[config.mk]
export PLATFORM = sky130hd
export DESIGN_NAME = wdt_supervisor
export DESIGN_NICKNAME = d
export VERILOG_FILES = /design/src/rtl/wdt_pkg.sv /design/src/rtl/wdt_tick_gen.sv /design/src/rtl/wdt_sync_edge.sv /design/src/rtl/wdt_core.sv /design/src/rtl/wdt_supervisor.sv
export SDC_FILE = /design/constraint.sdc
export NUM_CORES = 1
export LEC_CHECK = 0
export BUFFER_PORTS_ARGS = -buffer_cell sky130_fd_sc_hd__buf_4
export CORE_MARGIN = 10
export CORE_UTILIZATION = 50
export CTS_CLUSTER_SIZE = 10
export DETAILED_ROUTE_END_ITERATION = 10
export GPL_TIMING_DRIVEN = 0
export PLACE_DENSITY = 0.72
export SYNTH_ARGS = -nofsm -noshare
export SYNTH_HDL_FRONTEND = slang
export SYNTH_SLANG_ARGS = --single-unit
export TNS_END_PERCENT = 50
[constraint.sdc]
create_clock -name clk_i -period 4.7 [get_ports clk_i]
set_input_delay 1.41 -clock clk_i [delete_from_list [all_inputs] [get_ports clk_i]]
set_output_delay 1.41 -clock clk_i [all_outputs]
set_load 0.005 [all_outputs]
[src/rtl/wdt_pkg.sv]
// Shared types for the supervisor watchdog.
// Assumes a control byte laid out as {steer, multiplier[4:0], resolution[1:0]}.
package wdt_pkg;
    localparam int NUM_RES = 4;
    localparam int MULT_W  = 5;

    typedef enum logic [1:0] {
        RES_SIXTEENTH = 2'd0,
        RES_QUARTER   = 2'd1,
        RES_ONE       = 2'd2,
        RES_FOUR      = 2'd3
    } wdt_res_e;

    typedef struct packed {
        logic              steer;
        logic [MULT_W-1:0] mult;
        wdt_res_e          res;
    } wdt_cfg_t;
endpackage

[src/rtl/wdt_tick_gen.sv]
// Free-running resolution tick generator.
// One base tick every TICK_DIV reference cycles. Each coarser tick is four times
// slower than the one before it. Assumes TICK_DIV >= 2. Restarts never reset it.
module wdt_tick_gen #(
    parameter int TICK_DIV = 2048,
    parameter int NUM_RES  = 4
) (
    input  logic               clk_i,
    input  logic               rst_ni,
    output logic [NUM_RES-1:0] tick_o
);
    localparam int DIV_W = $clog2(TICK_DIV);
    localparam int SUB_W = 2 * (NUM_RES - 1);

    logic [DIV_W-1:0] div_q;
    logic [SUB_W-1:0] sub_q;
    logic             base_tick;

    assign base_tick = (div_q == DIV_W'(TICK_DIV - 1));

    // Prescaler: reference cycles to base ticks.
    always_ff @(posedge clk_i) begin
        if (!rst_ni)        div_q <= '0;
        else if (base_tick) div_q <= '0;
        else                div_q <= div_q + 1'b1;
    end

    // Sub-counter of base ticks, feeding the coarser resolutions.
    always_ff @(posedge clk_i) begin
        if (!rst_ni)        sub_q <= '0;
        else if (base_tick) sub_q <= sub_q + 1'b1;
    end

    for (genvar k = 0; k < NUM_RES; k++) begin : g_tick
        if (k == 0) begin : g_base
            assign tick_o[k] = base_tick;
        end else begin : g_coarse
            assign tick_o[k] = base_tick & (&sub_q[2*k-1:0]);
        end
    end
endmodule

[src/rtl/wdt_sync_edge.sv]
// Two-flop synchronizer followed by a detector for edges of either polarity.
// Assumes the pin is slow compared with the clock. The edge pulse lasts one cycle.
module wdt_sync_edge (
    input  logic clk_i,
    input  logic rst_ni,
    input  logic pin_i,
    output logic edge_o
);
    logic [1:0] sync_q;
    logic       prev_q;

    // Synchronize the pin, then keep the previous synchronized value.
    always_ff @(posedge clk_i) begin
        if (!rst_ni) begin
            sync_q <= '0;
            prev_q <= 1'b0;
        end else begin
            sync_q <= {sync_q[0], pin_i};
            prev_q <= sync_q[1];
        end
    end

    assign edge_o = sync_q[1] ^ prev_q;
endmodule

[src/rtl/wdt_core.sv]
// Countdown, flag, interrupt and reset-pulse logic.
// Assumes one-cycle strobes for the write, pin edge and flag read.
// On a same-cycle conflict, a restart wins over an expiry.
module wdt_core
    import wdt_pkg::*;
#(
    parameter int RST_LEN = 64
) (
    input  logic               clk_i,
    input  logic               rst_ni,
    input  logic [NUM_RES-1:0] tick_i,
    input  logic               cfg_wr_i,
    input  wdt_cfg_t           cfg_wdata_i,
    input  logic               pin_edge_i,
    input  logic               flag_rd_i,
    output wdt_cfg_t           cfg_o,
    output logic               flag_o,
    output logic               irq_o,
    output logic               rst_no,
    output logic               clr_o,
    output logic               expire_o,
    output logic               restart_o
);
    localparam int RST_W = $clog2(RST_LEN + 1);

    wdt_cfg_t          cfg_q;
    logic [MULT_W-1:0] cnt_q;
    logic [MULT_W-1:0] load_mult;
    logic              armed_q;
    logic              tick_sel;
    logic [RST_W-1:0]  rst_cnt_q;
    logic              zero_wr;

    assign restart_o = cfg_wr_i | pin_edge_i;
    assign load_mult = cfg_wr_i ? cfg_wdata_i.mult : cfg_q.mult;
    assign tick_sel  = tick_i[cfg_q.res];
    assign expire_o  = armed_q & tick_sel & (cnt_q == MULT_W'(1)) & ~restart_o;
    assign zero_wr   = cfg_wr_i & (cfg_wdata_i == '0);

    // Control byte: loaded by the host, cleared on a reset-mode expiry.
    always_ff @(posedge clk_i) begin
        if (!rst_ni)                        cfg_q <= '0;
        else if (cfg_wr_i)                  cfg_q <= cfg_wdata_i;
        else if (expire_o && cfg_q.steer)   cfg_q <= '0;
    end

    // Countdown: reloaded on restart, one step per selected tick.
    always_ff @(posedge clk_i) begin
        if (!rst_ni) begin
            cnt_q   <= '0;
            armed_q <= 1'b0;
        end else if (restart_o) begin
            cnt_q   <= load_mult;
            armed_q <= (load_mult != '0);
        end else if (expire_o) begin
            armed_q <= 1'b0;
        end else if (armed_q && tick_sel) begin
            cnt_q   <= cnt_q - 1'b1;
        end
    end

    // Sticky flag: set by expiry, cleared by a flags read.
    always_ff @(posedge clk_i) begin
        if (!rst_ni)        flag_o <= 1'b0;
        else if (expire_o)  flag_o <= 1'b1;
        else if (flag_rd_i) flag_o <= 1'b0;
    end

    // Interrupt: set by an interrupt-mode expiry, cleared by a pin edge or a zero write.
    always_ff @(posedge clk_i) begin
        if (!rst_ni)                       irq_o <= 1'b0;
        else if (expire_o && !cfg_q.steer) irq_o <= 1'b1;
        else if (pin_edge_i || zero_wr)    irq_o <= 1'b0;
    end

    // Reset pulse length counter and the neighbour-clear strobe.
    always_ff @(posedge clk_i) begin
        if (!rst_ni) begin
            rst_cnt_q <= '0;
            clr_o     <= 1'b0;
        end else begin
            clr_o <= expire_o & cfg_q.steer;
            if (expire_o && cfg_q.steer) rst_cnt_q <= RST_W'(RST_LEN);
            else if (rst_cnt_q != '0)    rst_cnt_q <= rst_cnt_q - 1'b1;
        end
    end

    assign rst_no = (rst_cnt_q == '0);
    assign cfg_o  = cfg_q;
endmodule

[src/rtl/wdt_supervisor.sv]
// Top level: register decode, pin synchronizer, tick generator and watchdog core.
// Assumes a single reference clock and a read path without wait states.
module wdt_supervisor
    import wdt_pkg::*;
#(
    parameter int              ADDR_W    = 8,
    parameter logic [ADDR_W-1:0] WD_ADDR   = 8'h09,
    parameter logic [ADDR_W-1:0] FLAG_ADDR = 8'h0F,
    parameter int              TICK_DIV  = 2048,
    parameter int              RST_LEN   = 64
) (
    input  logic              clk_i,
    input  logic              rst_ni,
    input  logic              reg_wr_i,
    input  logic              reg_rd_i,
    input  logic [ADDR_W-1:0] reg_addr_i,
    input  logic [7:0]        reg_wdata_i,
    output logic [7:0]        reg_rdata_o,
    input  logic              wdi_i,
    output logic              wdt_flag_o,
    output logic              wdt_irq_o,
    output logic              cpu_rst_no,
    output logic              cfg_clr_o
);
    logic [NUM_RES-1:0] tick;
    logic               pin_edge;
    logic               cfg_wr;
    logic               flag_rd;
    logic               expire;
    logic               restart;
    wdt_cfg_t           cfg;

    assign cfg_wr  = reg_wr_i & (reg_addr_i == WD_ADDR);
    assign flag_rd = reg_rd_i & (reg_addr_i == FLAG_ADDR);

    wdt_tick_gen #(.TICK_DIV(TICK_DIV), .NUM_RES(NUM_RES)) u_tick (
        .clk_i (clk_i),
        .rst_ni(rst_ni),
        .tick_o(tick)
    );

    wdt_sync_edge u_sync (
        .clk_i (clk_i),
        .rst_ni(rst_ni),
        .pin_i (wdi_i),
        .edge_o(pin_edge)
    );

    wdt_core #(.RST_LEN(RST_LEN)) u_core (
        .clk_i      (clk_i),
        .rst_ni     (rst_ni),
        .tick_i     (tick),
        .cfg_wr_i   (cfg_wr),
        .cfg_wdata_i(wdt_cfg_t'(reg_wdata_i)),
        .pin_edge_i (pin_edge),
        .flag_rd_i  (flag_rd),
        .cfg_o      (cfg),
        .flag_o     (wdt_flag_o),
        .irq_o      (wdt_irq_o),
        .rst_no     (cpu_rst_no),
        .clr_o      (cfg_clr_o),
        .expire_o   (expire),
        .restart_o  (restart)
    );

    // Read mux for the control byte and the flags register.
    always_comb begin
        reg_rdata_o = '0;
        if (reg_addr_i == WD_ADDR)        reg_rdata_o = cfg;
        else if (reg_addr_i == FLAG_ADDR) reg_rdata_o = {wdt_flag_o, 7'b0};
    end
endmodule

==> results_dict.tcl, run 1 <==
set metrics [dict create \
    status "complete, no violations" \
    core.rowCount 23 \
    drc_errors 0 \
    fin_util_pct 61.4 \
    finalHoldViolations 0 \
    initial_core_util_pct 51.9 \
    clockBufferDepth 2 \
    relSlewSlack_pct 52.2 \
    root_buffer "clkbuf_8" \
    grt_max_degree 13 \
    place_hpwl_mm 3.66 \
    drt-initial-drc-count 127 \
    power_mw 0.841 \
    post-route-period-util_pct 94.2 \
    placed_area_um2 2380 \
    grt_pass1_wl_mm 8.09 \
    irDropWorstVdd_mv 0.162 \
    clkLatencyLatePin_ns 0.29 \
    yosys.cell_types.count 39 \
    endpoint_kind "primary output" \
    slowest_stage "nor3_1" \
    grtUsageTotal_pct 13.3 \
    cts_setup_buffers 0 \
    maxSlewViolCount 0 \
    wirelength_mm 4.69 \
    layout_commonest_cell "dfxtp_1" \
    fin_nets 307 \
    tightest_slew_ns 0.711 \
    cap_viol_max_count 0 \
    yosysWarnings 0 \
    p_per_area_nw_per_um2 343 \
    leakage_nw 0.947 \
    cp.arrival_ns 3.02 \
    synth_cells 242 \
    synth_area_um2 2070 \
    whs_ns 0.442 \
    cts_tree "built" \
    yosys_register_bits 44 \
    clk_pin_slew_ns 0.07 \
    crit_chain "buf_4 > nor4bb_1 > nand2_1 > nor3_1 > a22o_1 > buf_4" \
    start_kind "input pin" \
    design_area_um2 2450 \
    crit_top_cell "buf_4" \
    io_buffers 32 \
    dieArea_um2 7130 \
    syn2layout_area_growth_pct 18.3 \
    place_congestion 0.826 \
    synthFlopType "dfxtp_1" \
    setup_viol 0 \
    io_pins 33 \
    ys_seq_area_share_pct 42.5 \
    overflow 0 \
    vias 1793 \
    setup_tns_ns 0 \
    synth_edf_count 0 \
    core_um2 4000 \
    mostFrequentLayoutCells "dfxtp_1 (44), buf_4 (32), nor2_1 (22), nand2_1 (22)" \
    vias_per_cell 5.42 \
    syn_nets 268 \
    dr.pass1.iters 4 \
    holdCritPathClass "reg2reg" \
    hold_buffers 0 \
    cts_sinks 44 \
    period_needed_ns 4.43 \
    ant_nets 0 \
    fin_skew_ns 0.00663 \
    critPathMaxFanout 6 \
    ys_async_sr_fraction_pct 0 \
    cp.required_ns 3.29 \
    antenna_found_initial 0 \
    rsz0062_at_grt "no" \
    cts.htree.levels 2 \
    post_cts_resize_count 0 \
    crit_type "in2out" \
    fmax_mhz 226 \
    cpPeakStageDelay_ns 0.52 \
    grt_pass1_vias 1824 \
    die-width_um 84.4 \
    syn-mean-instance-area_um2 8.57 \
    dieHeight_um 84.4 \
    drive_above_1_share_pct 15.7 \
    avgRoutedWirePerCell_um 14.2 \
    diodes 0 \
    cts_buffers 5 \
]
[registers in the layout, indices dropped and copies added, names as in the netlist]
register,flops
u_core.clr_o,1
u_core.armed_q,1
u_core.rst_cnt_q,7
u_tick.div_q,11
u_core.irq_o,1
u_core.flag_o,1
u_sync.prev_q,1
u_tick.sub_q,6
u_sync.sync_q,2
u_core.cfg_o,8
u_core.cnt_q,5
[per-stage QoR]
stage | instances | worst slack (ns)
2_1_floorplan | 242 | 0.839
3_3_place_gp | 324 | 0.324
3_5_place_dp | 324 | 0.264
4_1_cts | 331 | 0.261
5_1_grt | 331 | 0.0380
6_report | 331 | 0.274
[routing by layer]
layer	track usage [%]	vias up	share of wire (%)
li1	-	943	-
met1	15.9	820	46
met2	21.8	23	49
met3	3.57	7	3.3
met4	5.69	0	1.4
met5	0	-	0
[Yosys cell counts (2+ instances only)]
master,n,area share [%]
a21oi_1,10,2.4
a22o_1,7,3.0
a31oi_1,3,0.90
and2_1,14,4.2
and3_1,8,2.4
clkbuf_1,8,1.4
dfxtp_1,44,42
ha_1,5,3.0
inv_1,10,1.8
nand2_1,22,4.0
nand2b_1,2,0.60
nand3_1,10,2.4
nand3b_1,2,0.72
nand4_1,3,0.90
nor2_1,22,4.0
nor3_1,10,2.4
nor4_1,6,1.8
nor4bb_1,2,0.97
o211ai_1,3,1.1
o21ai_0,9,2.2
o221a_2,2,1.1
or3_1,6,1.8
or4_4,2,1.1
xnor2_1,14,5.9
xor2_1,4,1.7
[where the power goes]
group          switching [mW]  leakage (nW)  total (mW)  internal (mW)
clock network           0.118        0.0410       0.219          0.101
registers              0.0244         0.357       0.427          0.403
logic                  0.0903         0.549       0.195          0.104
[area by class of cell]
cell class                 count  area [um^2]
tap                           50         62.6
clock inverter                 1         5.00
fill                         357         1550
clock buffer                   6         72.6
buffer                         8         30.0
timing repair buffer          32          240
sequential                    44          881
inverter                      10         37.5
multi-input combinational    180         1130
[worst max-delay path: cells and delay by family]
family	cells	cell delay (ns)
AND/OR/NAND/NOR	3	1.15
AO/OA/AOI/OAI	1	0.24
buffers and inverters	2	0.21
[cell families (layout without fill, tap and decap cells)]
logic type	count (synthesis)	count (layout)	synth area share, %
and+or+nand+nor	113	113	29.0
muxes	1	1	0.543
buffers and inverters	18	57	3.26
xor gates and xnor gates	18	18	7.60
AOI/OAI and AO/OA	43	43	14.2
DFF	44	44	42.5
adders and majority gates	5	5	3.02
[final timing paths]
path	startpoint	endpoint	slack, ns	depth (start not counted)
worst max-delay path	reg_addr_i[5]	reg_rdata_o[7]	0.27	6
worst min register to register	u_sync.sync_q[0]	u_sync.sync_q[1]	0.44	1
worst min-delay path	u_sync.sync_q[0]	u_sync.sync_q[1]	0.44	1
worst max register to register	u_tick.div_q[0]	u_core.cfg_o[3]	1.87	6
No activity file was read; power rests on OpenSTA's default activity.
==> inputs of run 2 (changes only) <==
--- a/config.mk
+++ b/config.mk
@@ -6,11 +6,12 @@
 export NUM_CORES = 1
 export LEC_CHECK = 0
+export ABC_AREA = 1
 export BUFFER_PORTS_ARGS = -buffer_cell sky130_fd_sc_hd__buf_4
 export CORE_MARGIN = 10
-export CORE_UTILIZATION = 50
+export CORE_UTILIZATION = 54
 export CTS_CLUSTER_SIZE = 10
 export DETAILED_ROUTE_END_ITERATION = 10
 export GPL_TIMING_DRIVEN = 0
-export PLACE_DENSITY = 0.72
+export PLACE_DENSITY = 0.76
 export SYNTH_ARGS = -nofsm -noshare
 export SYNTH_HDL_FRONTEND = slang
==> constraint.sdc (replaced) <==
create_clock -name clk_i -period 4.7 [get_ports clk_i]
set_input_delay 0.94 -clock clk_i [delete_from_list [all_inputs] [get_ports clk_i]]
set_output_delay 0.94 -clock clk_i [all_outputs]
set_load 0.005 [all_outputs]
==> run 2 against run 1 <==
- fmax is 44% higher
- count of clock-buffer cells in the layout fell by 1
- combinational power rose by 9%
- final area is 4.7% higher
- first-iteration DRC count decreased by 54%
- total power grew 3.0%
- clock skew increased by 0.0016 ns
- hold slack worse by 0.0062 ns
- utilization up 3.8 points
- synthesized area increased by 5.1%
- sequential cell count is the same
- critical path depth up 1
- largest cell class unchanged
==> results_dict.tcl, run 2 <==
set metrics [dict create \
    syn2layout_area_growth_pct 17.9 \
    switching_share_pct 29.9 \
    tightest_slew_ns 0.464 \
    cp.required_ns 3.76 \
    synth_edf_count 0 \
    rsz0062_at_grt "no" \
    die-width_um 83.5 \
    fmax_mhz 326 \
    start_kind "input pin" \
    finalHoldViolations 0 \
    synth_area_um2 2180 \
    grt_pass1_wl_mm 7.69 \
    design_area_um2 2570 \
    ys_async_sr_fraction_pct 0 \
    root_buffer "clkbuf_8" \
    cts_tree "built" \
    status "complete, no violations" \
    diodes 0 \
    cap_viol_max_count 0 \
    antenna_found_initial 0 \
    dieArea_um2 6980 \
    power_frac_clock_pct 26.2 \
    cts.htree.levels 2 \
    reg2reg_from "u_tick.div_q[0]" \
    cts_setup_buffers 0 \
    yosysWarnings 0 \
    initial_core_util_pct 55.3 \
    synth.area.top_cells "dfxtp_1 (40%), nand2_1 (9.0%), inv_1 (8.3%)" \
    setup_slack_ns 1.64 \
    avgRoutedWirePerCell_um 10.9 \
    place_ws_ns 1.63 \
    io_buffers 32 \
    p_per_area_nw_per_um2 337 \
    core_um2 3940 \
    synthFlopType "dfxtp_1" \
    clkLatencyLatePin_ns 0.29 \
    clk_pin_slew_ns 0.07 \
    yosys_register_bits 44 \
    dr.pass1.iters 4 \
    place_hpwl_mm 3.43 \
    rrSetupSlack_ns 3.02 \
    hold_start "u_sync.sync_q[0]" \
    layout_commonest_cell "nand2_1" \
    crit_chain "buf_4 > inv_1 > nand2_1 > nor3_1 > nand2_1 > o22ai_1 > buf_4" \
    sequentialPowerShare_pct 49.3 \
    cpPeakStageDelay_ns 0.33 \
    synth.top_cells.by_count "nand2_1 (52), inv_1 (48), dfxtp_1 (44)" \
    maxSlewViolCount 0 \
    irDropWorstVdd_mv 0.221 \
    drive_above_1_share_pct 18.6 \
    overflow 0 \
    placed_area_um2 2480 \
    crit_type "in2out" \
    fin_skew_ns 0.00824 \
    critPathMaxFanout 8 \
    endpoint_kind "primary output" \
    crit_path_start "reg_addr_i[4]" \
    grt_pass1_vias 1796 \
    drc_errors 0 \
    mostFrequentLayoutCells "nand2_1 (52), inv_1 (48), dfxtp_1 (44)" \
    vias_per_cell 4.82 \
    vias 1899 \
    dieHeight_um 83.5 \
    synth_cells 304 \
    period_needed_ns 3.06 \
    yosys.cell_types.count 29 \
    wirelength_mm 4.31 \
    syn_nets 330 \
    yosysTopAreaCell "dfxtp_1" \
    power.internal_mw 0.608 \
    holdCritPathClass "reg2reg" \
    cp.arrival_ns 2.12 \
    synth.most_common_cell "nand2_1" \
    fin_nets 369 \
    cp_num_buf_inv 3 \
    setup_viol 0 \
    slowest_stage "nor3_1" \
    yosysTopAreaCellShare_pct 40.4 \
    post_cts_resize_count 0 \
    syn-mean-instance-area_um2 7.17 \
    core.rowCount 23 \
    cts_buffers 5 \
    grtUsageTotal_pct 12.9 \
    path_delay_family "simple AND/OR/NAND/NOR gates" \
    post-route-period-util_pct 65.2 \
    place_congestion 0.828 \
    ant_nets 0 \
    p_comb_share_pct 24.5 \
    drt-initial-drc-count 58 \
    setup_tns_ns 0 \
    grt_max_degree 15 \
    relSlewSlack_pct 68.8 \
    hold_buffers 0 \
    max_flop_register "u_tick.div_q" \
    switchingPower_mw 0.259 \
    leakage_nw 1.17 \
    largest_register_ffs 11 \
    ys_seq_area_share_pct 40.4 \
    clockBufferDepth 2 \
    io_pins 33 \
    cts_sinks 44 \
]
run 2: cell types whose count changed after synthesis, sizes merged, moves of 7 or more:
cell	change
nor2	+27
a22o	-7
inv	+43
xnor2	-9
nand2	+36
and3	-8
nand3	+19
and2	-15
run 2: power by group through the flow:
stage / clock [mW] / combinational (mW) / sequential, mW
6_report: 0.227 / 0.212 / 0.427
5_1_grt: 0.251 / 0.246 / 0.431
4_1_cts: 0.236 / 0.215 / 0.427
3_5_place_dp: 0 / 0.213 / 0.436
3_3_place_gp: 0 / 0.209 / 0.434
2_1_floorplan: 0 / 0.161 / 0.431
run 2: final timing paths:
check,cells after the start,end
worst min register to register,2,u_sync.sync_q[1]
worst min-delay path,2,u_sync.sync_q[1]
worst max-delay path,7,reg_rdata_o[7]
worst max register to register,10,u_core.cnt_q[0]
run 2: final cells by class:
cell class	count	area, um^2
clock buffer	5	68.8
tap	50	62.6
sequential	44	881
clock inverter	3	18.8
inverter	54	203
multi-input combinational	204	1090
buffer	2	7.51
fill	367	1370
timing repair buffer	32	240
run 2: worst min-delay path, cell delays in order, from the launching register on:
cell	delay [ns]
dfxtp_1	0.31
nand2_1	0.06
inv_1	0.04
run 2: logic make-up (layout without fill, tap and decap cells):
logic type / after synthesis / in the layout / synth area share [%]
DFF: 44 / 44 / 40.4
buffers and inverters: 56 / 96 / 9.64
AOI/OAI and AO/OA: 32 / 32 / 7.63
adders and majority gates: 5 / 5 / 2.87
and+or+nand+nor: 154 / 154 / 34.2
xor gates and xnor gates: 13 / 13 / 5.22
run 2: stage by stage:
stage                     hold WS [ns]  instances  total power [mW]  utilization (%)
after floorplan                  0.390        304             0.592                -
after global placement           0.407        386             0.643             63.0
after detailed placement         0.421        386             0.648             63.0
after CTS                        0.441        394             0.878             65.2
after global routing             0.465        394             0.928             65.2
final                            0.436        394             0.866             65.2
run 2: metal layers:
| metal | global-route usage [%] | wire (um) |
|---|---|---|
| met1 | 14.9 | 2100 |
| met2 | 21.6 | 1940 |
| met3 | 4.20 | 246 |
| met4 | 4.57 | 23 |
| met5 | 0 | 0 |
==> inputs of run 3 (changes only) <==
CORE_UTILIZATION = 51   (was 54)
clock period = 2.5 ns   (was 4.7 ns; I/O delays follow)
==> run 3 against run 2 <==
- final area increased by 0.34%
- via count up 1.3%
- total power increased by 93%
- critical path depth stayed put
- hold slack got worse by 0.044 ns
- sequential power up 88%
- setup slack got worse by 1.4 ns
- register-to-register slack worse by 2.2 ns
- count of clock-buffer cells in the layout increased by 2
- die area rose by 4.5%
- clock skew increased by 0.0020 ns
- critical path type is now reg2out
- critical endpoint is now cpu_rst_no
- largest power group unchanged
- highest routed layer unchanged
==> results_dict.tcl, run 3 (synthesis gave the netlist of run 2 again) <==
set metrics [dict create \
    p_per_area_nw_per_um2 649 \
    leakage_nw 1.18 \
    drt-initial-drc-count 91 \
    cp.required_ns 2.00 \
    reg2reg_depth 10 \
    syn2layout_area_growth_pct 18.3 \
    r2r-end "u_core.cnt_q[4]" \
    clk_pin_slew_ns 0.07 \
    finalHoldViolations 0 \
    dieArea_um2 7290 \
    reg2reg_from "u_tick.div_q[0]" \
    max_flop_register "u_tick.div_q" \
    setup_tns_ns 0 \
    antenna_found_initial 0 \
    initial_core_util_pct 53.7 \
    grt_pass1_vias 1856 \
    diodes 0 \
    core_um2 4060 \
    overflow 0 \
    maxSlewViolCount 0 \
    nFillCells 379 \
    dr.pass1.iters 4 \
    io_pins 33 \
    rrSetupSlack_ns 0.82 \
    cts_buffers 5 \
    place_inst 386 \
    tightest_slew_ns 0.476 \
    io_buffers 32 \
    place_ws_ns 0.307 \
    place_hpwl_mm 3.41 \
    vias 1924 \
    root_buffer "clkbuf_8" \
    period_needed_ns 2.27 \
    cap_viol_max_count 0 \
    grt_max_degree 13 \
    wirelength_mm 4.37 \
    drive_above_1_share_pct 18.4 \
    avgRoutedWirePerCell_um 11.1 \
    irDropWorstVdd_mv 0.350 \
    place_congestion 0.810 \
    setup_slack_ns 0.235 \
    fin_skew_ns 0.0102 \
    hold_buffers 0 \
    setup_viol 0 \
    cts_tree "built" \
    status "complete, no violations" \
    largest_register_ffs 11 \
    ant_nets 0 \
    final-seq-area_um2 881 \
    post_cts_resize_count 0 \
    start_kind "flip-flop" \
    layout_commonest_cell "nand2_1" \
    cts_setup_buffers 0 \
    rsz0062_at_grt "no" \
    multi_input_area_um2 1090 \
    holdPathStages 3 \
    holdCritPathClass "in2reg" \
    fmax_mhz 441 \
    hold_path_end "u_sync.sync_q[0]" \
    relSlewSlack_pct 68.3 \
    cts.htree.levels 2 \
    cp.arrival_ns 1.77 \
    clkLatencyLatePin_ns 0.30 \
    critPathMaxFanout 6 \
    post-route-period-util_pct 90.6 \
    hold_start "wdi_i" \
    fin_nets 369 \
    grtUsageTotal_pct 12.6 \
    cts_sinks 44 \
    vias_per_cell 4.90 \
    crit_type "reg2out" \
    core.rowCount 23 \
    mostFrequentLayoutCells "nand2_1 (52), inv_1 (48), dfxtp_1 (44)" \
    endpoint_kind "primary output" \
    die-width_um 85.4 \
    clockBufferDepth 2 \
    dieHeight_um 85.4 \
    grt_pass1_wl_mm 7.91 \
    stdcell_count 393 \
    drc_errors 0 \
]
[run 3: worst max path at each step]
stage / to / from / slack, ns / cells after the start
floorplan: reg_rdata_o[7] / reg_addr_i[4] / 0.75 / 5
global placement: reg_rdata_o[7] / reg_addr_i[4] / 0.35 / 7
detailed placement: reg_rdata_o[7] / reg_addr_i[4] / 0.31 / 7
CTS: cpu_rst_no / u_core.rst_cnt_q[0] / 0.21 / 7
global route: cpu_rst_no / u_core.rst_cnt_q[0] / 0.03 / 7
finish: cpu_rst_no / u_core.rst_cnt_q[0] / 0.23 / 7
[run 3: cell type report]
cell class                      count  area share [%]
Timing Repair Buffer               32            9.32
Clock buffer                        7            3.74
Buffer                              2           0.291
Inverter                           54            7.86
Sequential cell                    44            34.2
Tap cell                           50            2.43
Multi-Input combinational cell    204            42.2
[run 3: per-stage QoR]
| step | util (%) | total power [mW] | hold WS [ns] | instance area, um^2 |
|---|---|---|---|---|
| CTS | 63.6 | 1.70 | 0.380 | 2580 |
| global route | 63.6 | 1.78 | 0.417 | 2580 |
| finish | 63.6 | 1.67 | 0.392 | 2580 |
| floorplan | - | 1.11 | 0.390 | 2180 |
| detailed placement | 61.2 | 1.22 | 0.409 | 2480 |
| global placement | 61.2 | 1.21 | 0.407 | 2480 |
[run 3: critical path, cell delays in order, from the launching register on]
cell and delay (ns):
dfxtp_1 0.32, inv_1 0.09, ha_1 0.19, nand2_1 0.08, nor4_1 0.30, nand2_1 0.18, inv_1 0.18, buf_4 0.14
[run 3: report_power, final]
| part | switching (mW) | total (mW) | internal [mW] |
|---|---|---|---|
| Sequential | 0.0432 | 0.804 | 0.761 |
| Clock | 0.223 | 0.469 | 0.246 |
| Combinational | 0.213 | 0.400 | 0.187 |
| Total | 0.479 | 1.67 | 1.19 |
[run 3: metal layers]
| layer | share of wire (%) | global-route usage [%] | up-vias |
|---|---|---|---|
| li1 | - | - | 1029 |
| met3 | 5.1 | 3.54 | 7 |
| met4 | 1.5 | 4.94 | 0 |
| met5 | 0 | 0 | - |
| met1 | 47 | 15.2 | 852 |
| met2 | 46 | 20.6 | 36 |
